<file path="config.mk">
export PLATFORM = sky130hd
export DESIGN_NAME = deskey_sched
export DESIGN_NICKNAME = d
export VERILOG_FILES = /design/src/rtl/deskey_pkg.sv /design/src/rtl/ks_ctrl.sv /design/src/rtl/ks_half_rot.sv /design/src/rtl/ks_datapath.sv /design/src/rtl/deskey_sched.sv
export SDC_FILE = /design/constraint.sdc
export NUM_CORES = 1
export LEC_CHECK = 0
export ABC_CLOCK_PERIOD_IN_PS = 5750
export BUFFER_PORTS_ARGS = -buffer_cell sky130_fd_sc_hd__buf_2
export CORE_MARGIN = 2
export CORE_UTILIZATION = 59
export CTS_BUF_LIST = sky130_fd_sc_hd__clkbuf_8 sky130_fd_sc_hd__clkbuf_16
export DETAILED_ROUTE_END_ITERATION = 10
export MAX_ROUTING_LAYER = met4
export PLACE_DENSITY = 0.87
export SLEW_MARGIN = 0
export SYNTH_ARGS = -nofsm -noshare
export SYNTH_HDL_FRONTEND = slang
export SYNTH_SLANG_ARGS = --single-unit
</file>
<file path="constraint.sdc">
create_clock -name clk -period 5.75 [get_ports clk]
set_clock_uncertainty 0.1 [all_clocks]
set_input_delay 1.15 -clock clk [delete_from_list [all_inputs] [get_ports clk]]
set_output_delay 1.15 -clock clk [all_outputs]
set_load 0.005 [all_outputs]
</file>
<file path="src/rtl/deskey_pkg.sv">
package deskey_pkg;

  localparam int KEY_W     = 64;
  localparam int HALF_W    = 28;
  localparam int SUB_W     = 48;
  localparam int ROUNDS    = 16;
  localparam int RND_W     = $clog2(ROUNDS);
  localparam int KEY_IDX_W = $clog2(KEY_W);
  localparam int CD_IDX_W  = $clog2(2 * HALF_W);

  // Rounds (0-based) whose rotation is a single place; all others use two.
  localparam logic [ROUNDS-1:0] SINGLE_MASK = 16'h8103;

  // First permuted choice: 1-based key bit positions, first half then second.
  localparam int unsigned PC1_TAB [2*HALF_W] = '{
    57, 49, 41, 33, 25, 17,  9,  1, 58, 50, 42, 34, 26, 18,
    10,  2, 59, 51, 43, 35, 27, 19, 11,  3, 60, 52, 44, 36,
    63, 55, 47, 39, 31, 23, 15,  7, 62, 54, 46, 38, 30, 22,
    14,  6, 61, 53, 45, 37, 29, 21, 13,  5, 28, 20, 12,  4
  };

  // Second permuted choice: 1-based positions within the 56-bit half pair.
  localparam int unsigned PC2_TAB [SUB_W] = '{
    14, 17, 11, 24,  1,  5,  3, 28, 15,  6, 21, 10,
    23, 19, 12,  4, 26,  8, 16,  7, 27, 20, 13,  2,
    41, 52, 31, 37, 47, 55, 30, 40, 51, 45, 33, 48,
    44, 49, 39, 56, 34, 53, 46, 42, 50, 36, 29, 32
  };

  // Strobes from the control to the half registers.
  typedef struct packed {
    logic load;      // take the freshly permuted key half
    logic update;    // write the register this cycle
    logic rotNone;   // pass through without rotating
    logic rotRight;  // direction: 1 = right, 0 = left
    logic rotTwo;    // amount: 1 = two places, 0 = one place
  } ksStrobe_t;

endpackage

</file>
<file path="src/rtl/ks_ctrl.sv">
module ks_ctrl
  import deskey_pkg::*;
(
  input  logic      clk,
  input  logic      rstN,
  input  logic      loadKey,
  input  logic      advance,
  input  logic      decryptMode,
  output ksStrobe_t strb
);

  logic [RND_W-1:0] roundIdx;
  logic [RND_W-1:0] nextIdx;
  logic [RND_W-1:0] mirrorIdx;
  logic             decLatched;

  always_comb begin
    nextIdx   = roundIdx + 1'b1;
    mirrorIdx = RND_W'(ROUNDS - 1) - roundIdx;
    strb          = '0;
    strb.load     = loadKey;
    strb.update   = loadKey | advance;
    if (loadKey) begin
      // decrypt starts at the last subkey, which needs no rotation
      strb.rotNone  = decryptMode;
      strb.rotRight = 1'b0;
      strb.rotTwo   = ~SINGLE_MASK[0];
    end else if (advance) begin
      if (decLatched) begin
        // undo the rotation that produced the current subkey
        strb.rotRight = 1'b1;
        strb.rotTwo   = ~SINGLE_MASK[mirrorIdx];
      end else begin
        strb.rotRight = 1'b0;
        strb.rotTwo   = ~SINGLE_MASK[nextIdx];
      end
    end
  end

  always_ff @(posedge clk or negedge rstN) begin
    if (!rstN) begin
      roundIdx   <= '0;
      decLatched <= 1'b0;
    end else if (loadKey) begin
      roundIdx   <= '0;
      decLatched <= decryptMode;
    end else if (advance) begin
      roundIdx   <= nextIdx;
    end
  end

endmodule

</file>
<file path="src/rtl/ks_half_rot.sv">
module ks_half_rot
  import deskey_pkg::*;
#(
  parameter int W = HALF_W
) (
  input  logic         clk,
  input  logic         rstN,
  input  ksStrobe_t    strb,
  input  logic [W-1:0] loadVal,
  output logic [W-1:0] cur
);

  logic [W-1:0] src;
  logic [W-1:0] rotated;

  always_comb begin
    src = strb.load ? loadVal : cur;
    if (strb.rotNone)
      rotated = src;
    else if (strb.rotRight)
      rotated = strb.rotTwo ? {src[1:0], src[W-1:2]} : {src[0], src[W-1:1]};
    else
      rotated = strb.rotTwo ? {src[W-3:0], src[W-1:W-2]} : {src[W-2:0], src[W-1]};
  end

  always_ff @(posedge clk or negedge rstN) begin
    if (!rstN)            cur <= '0;
    else if (strb.update) cur <= rotated;
  end

endmodule

</file>
<file path="src/rtl/ks_datapath.sv">
module ks_datapath
  import deskey_pkg::*;
(
  input  logic             clk,
  input  logic             rstN,
  input  ksStrobe_t        strb,
  input  logic [KEY_W-1:0] keyIn,
  output logic [SUB_W-1:0] subKey
);

  logic [HALF_W-1:0]   halfLoad [2];
  logic [HALF_W-1:0]   halfCur  [2];
  logic [2*HALF_W-1:0] pairCat;

  // First permuted choice: wiring only, MSB of each half is its first bit.
  always_comb begin
    for (int i = 0; i < HALF_W; i++) begin
      halfLoad[0][i] = keyIn[KEY_IDX_W'(KEY_W - int'(PC1_TAB[HALF_W-1-i]))];
      halfLoad[1][i] = keyIn[KEY_IDX_W'(KEY_W - int'(PC1_TAB[2*HALF_W-1-i]))];
    end
  end

  for (genvar g = 0; g < 2; g++) begin : gHalf
    ks_half_rot #(.W(HALF_W)) uRot (
      .clk     (clk),
      .rstN    (rstN),
      .strb    (strb),
      .loadVal (halfLoad[g]),
      .cur     (halfCur[g])
    );
  end

  // Second permuted choice: wiring only.
  always_comb begin
    pairCat = {halfCur[0], halfCur[1]};
    for (int j = 0; j < SUB_W; j++)
      subKey[j] = pairCat[CD_IDX_W'(2*HALF_W - int'(PC2_TAB[SUB_W-1-j]))];
  end

endmodule

</file>
<file path="src/rtl/deskey_sched.sv">
module deskey_sched
  import deskey_pkg::*;
(
  input  logic             clk,
  input  logic             rstN,
  input  logic [KEY_W-1:0] keyIn,
  input  logic             loadKey,
  input  logic             advance,
  input  logic             decryptMode,
  output logic [SUB_W-1:0] subKey
);

  ksStrobe_t strb;

  ks_ctrl uCtrl (
    .clk         (clk),
    .rstN        (rstN),
    .loadKey     (loadKey),
    .advance     (advance),
    .decryptMode (decryptMode),
    .strb        (strb)
  );

  ks_datapath uPath (
    .clk    (clk),
    .rstN   (rstN),
    .strb   (strb),
    .keyIn  (keyIn),
    .subKey (subKey)
  );

endmodule

</file>
==> results by group <==
Drt
  • DRC Markers: 0
  • Routed vias: 5111
  • Post-route ant nets: 0
  • WL final: roughly 15000 um
  • DR pass1 iterations: 5
  • Vias per inst: 7.07
  • Wire per inst: 21.2 um
  • DRT iter0 DRCs: 792

Worst setup path
  • Crit path arrival time: 3.93 ns
  • Slowest CP cell: nor2_2
  • Delay-heaviest family, CP: simple AND/OR/NAND/NOR gates
  • Startpoint Class: primary input
  • Crit path kind: primary input to flop
  • Worst path required time: 5.89 ns
  • Critical path cell sequence: buf_2 > nand2b_1 > nor2_2 > buf_4 > o21ai_0 > and3_1 > o31a_1
  • Crit path max fanout: 32
  • CP endpoint kind: flop
  • CP bufs+invs: 2
  • Max incr delay on CP: between 0.8 and 0.9 ns

Yosys
  • Synth cell types: 65
  • Area of the mapped netlist: just under 0.005 sq mm
  • Synth Warn #: 0
  • Number of flops mapped to enable cells by yosys: 0
  • Synth async-reset ratio: 100%
  • Synth Register Bits: 61
  • Synth Instances: 603
  • Post-Syn Area per Cell: 8.07 sq um
  • Most common flop cell mapped by yosys: dfrtp_1
  • Post-synthesis sequential area ratio: 31.4%

Timing
  • Final hold vios: 0
  • Worst Setup Slack, final: 1.95 ns
  • Slew margin rel.: 29.1%
  • Fin crit period: 3.80 ns
  • Max-slew violations: 0
  • Final period utilization: 66.0%
  • Final Hold Slack: 0.418 ns
  • Setup TNS Final: 0 ns
  • Worst slew pin tran: 1.06 ns
  • Max Fclk: 263 MHz
  • Unrepaired setup endpoints after global routing: false
  • Setup violators final: 0

Clock network
  • Setup Fix Bufs, Post-CTS: 0
  • CTS-repair resized insts: 0
  • # clock sinks: between 60 and 70
  • Hold buffers post-CTS: 0
  • Worst-Skew Late Latency: 0.35 ns
  • TritonCTS clock tree: yes
  • Clock-pin slew on the worst setup and hold paths: around 0.07 ns
  • Clock buffer count from CTS: 9
  • Htree depth: 3
  • CTS max path bufs: 2
  • Clock Root Buffer: clkbuf_8

Final layout
  • Cell area after layout: 0.00509 sq mm
  • Final nets: 684
  • Most frequent cells in the layout: 74 x nand2_1, 61 x dfrtp_1, 59 x buf_2
  • Multi-input logic area: 0.00281 sq mm
  • Commonest non-fill, non-tap cell in the layout: nand2_1
  • FF+latch area: 0.00153 sq mm
  • Ant. Diodes: 0
  • Layout cells sized above 1: 17.8%
  • Layout area overhead: 4.60%
  • Filler instances: 711

Floorplan
  • Horiz. Die Dim: 94.8 um
  • Die height: 94.8 um
  • Row count: 33
  • Initial core utilization: 60.1%
  • Core area: between 0.008 and 0.009 sq mm
  • I/O Pins: 117
  • Die ar.: 0.00899 sq mm

Place
  • Setup slack at placement: 1.70 ns
  • GP Congestion: around 1.0
  • Port-buffer cells: 59
  • Placed instance area: between 0.004 and 0.005 sq mm
  • Detail Placement HPWL: just under 10000 um

Power and ir drop
  • LEAKAGE: about 2.2 nW
  • VDD IR-drop max: 0.120 mV
  • Power density over the cells: 268 mW/mm^2
  • Total power: 1.36 mW

Global route
  • Vias in the first global route: 4435
  • Global-route usage over all layers: between 30% and 40%
  • Antenna violations before repair: 0
  • Largest net degree at the start of global routing: 62
  • Gr ovfl total: 0
  • First-pass GRT wire length: 23500 um

Flow run
  • Max Cap Viol: 0

Hold path
  • Tightest Hold Check Type: flop to flop

Status
  • Status: finished clean
## flip-flops by register name, indices dropped and copies added, names as in the netlist
register and count:
uCtrl.decLatched 1, uCtrl.roundIdx 4, uPath.gHalf.uRot.cur 56
## metrics by stage
step | utilization (%) | std cells
6_report | 62.9 | 723
2_1_floorplan | - | 623
3_3_place_gp | 60.7 | 707
4_1_cts | 62.9 | 723
3_5_place_dp | 60.7 | 707
5_1_grt | 62.9 | 723
## cells in the mapped netlist (all sizes together) (6+ instances only)
master	n	area share, %
nand2	75	5.8
buf	68	9.6
dfrtp	61	31
nor2	50	3.9
o21ai	50	5.2
a21oi	47	5.1
clkbuf	26	2.0
mux2i	26	5.3
a221oi	22	4.1
o221ai	15	2.7
a22oi	12	1.9
o22ai	12	1.5
inv	11	0.85
mux2	11	2.5
nor3	10	1.1
a21boi	8	1.2
a211oi	7	1.2
nand3	7	0.72
a221o	6	1.2
a31oi	6	0.77
o21a	6	0.93
## kinds of logic after synthesis
family / Yosys count / synth area share, %
simple gates: 165 / 14.6
other cells: 1 / 0.0770
xor+xnor: 4 / 0.720
fa+ha+maj: 2 / 0.514
buf+inv: 106 / 12.5
mux: 37 / 7.89
compound gates: 227 / 32.3
flops: 61 / 31.4
## power breakdown
group          switching, mW  internal (mW)
clock network          0.183          0.176
registers             0.0765          0.491
logic                  0.266          0.169
## metal layers
layer  vias to the layer above  wire, um  GRT usage (%)
met5                         -         0              -
met4                         0       650           13.6
met3                        79      1780           5.35
met2                       460      6860           52.4
met1                      2377      6040           46.8
li1                       2195         -              -
## cell type report
| class | instances | share of cell area, % |
|---|---|---|
| well taps | 105 | 2.58 |
| inverters | 12 | 0.885 |
| repair buffers | 73 | 7.86 |
| clock inverters | 5 | 0.516 |
| multi-input cells | 456 | 55.2 |
| clock buffers | 11 | 2.97 |
| flip-flops and latches | 61 | 30.0 |
## final timing paths
check / slack [ns] / cells after the start / end / from
worst max-delay path: 1.95 / 7 / uPath.gHalf[0].uRot.cur[0]$_DFFE_PN0P_ / loadKey
worst min-delay path: 0.42 / 2 / uPath.gHalf[0].uRot.cur[27]$_DFFE_PN0P_ / uPath.gHalf[0].uRot.cur[27]$_DFFE_PN0P_
worst max register to register: 2.12 / 7 / uPath.gHalf[1].uRot.cur[26]$_DFFE_PN0P_ / uCtrl.decLatched$_DFFE_PN0P_
worst min register to register: 0.42 / 2 / uPath.gHalf[0].uRot.cur[27]$_DFFE_PN0P_ / uPath.gHalf[0].uRot.cur[27]$_DFFE_PN0P_
max in group asynchronous: 4.12 / 2 / uPath.gHalf[0].uRot.cur[13]$_DFFE_PN0P_ / rstN
min in group asynchronous: 0.86 / 2 / uPath.gHalf[0].uRot.cur[17]$_DFFE_PN0P_ / rstN
## worst min-delay path, stage by stage, from the launching register on
cell and delay (ns):
dfrtp_1 0.36, nor3_1 0.05, nor2_1 0.07
No activity file was read; power rests on OpenSTA's default activity.
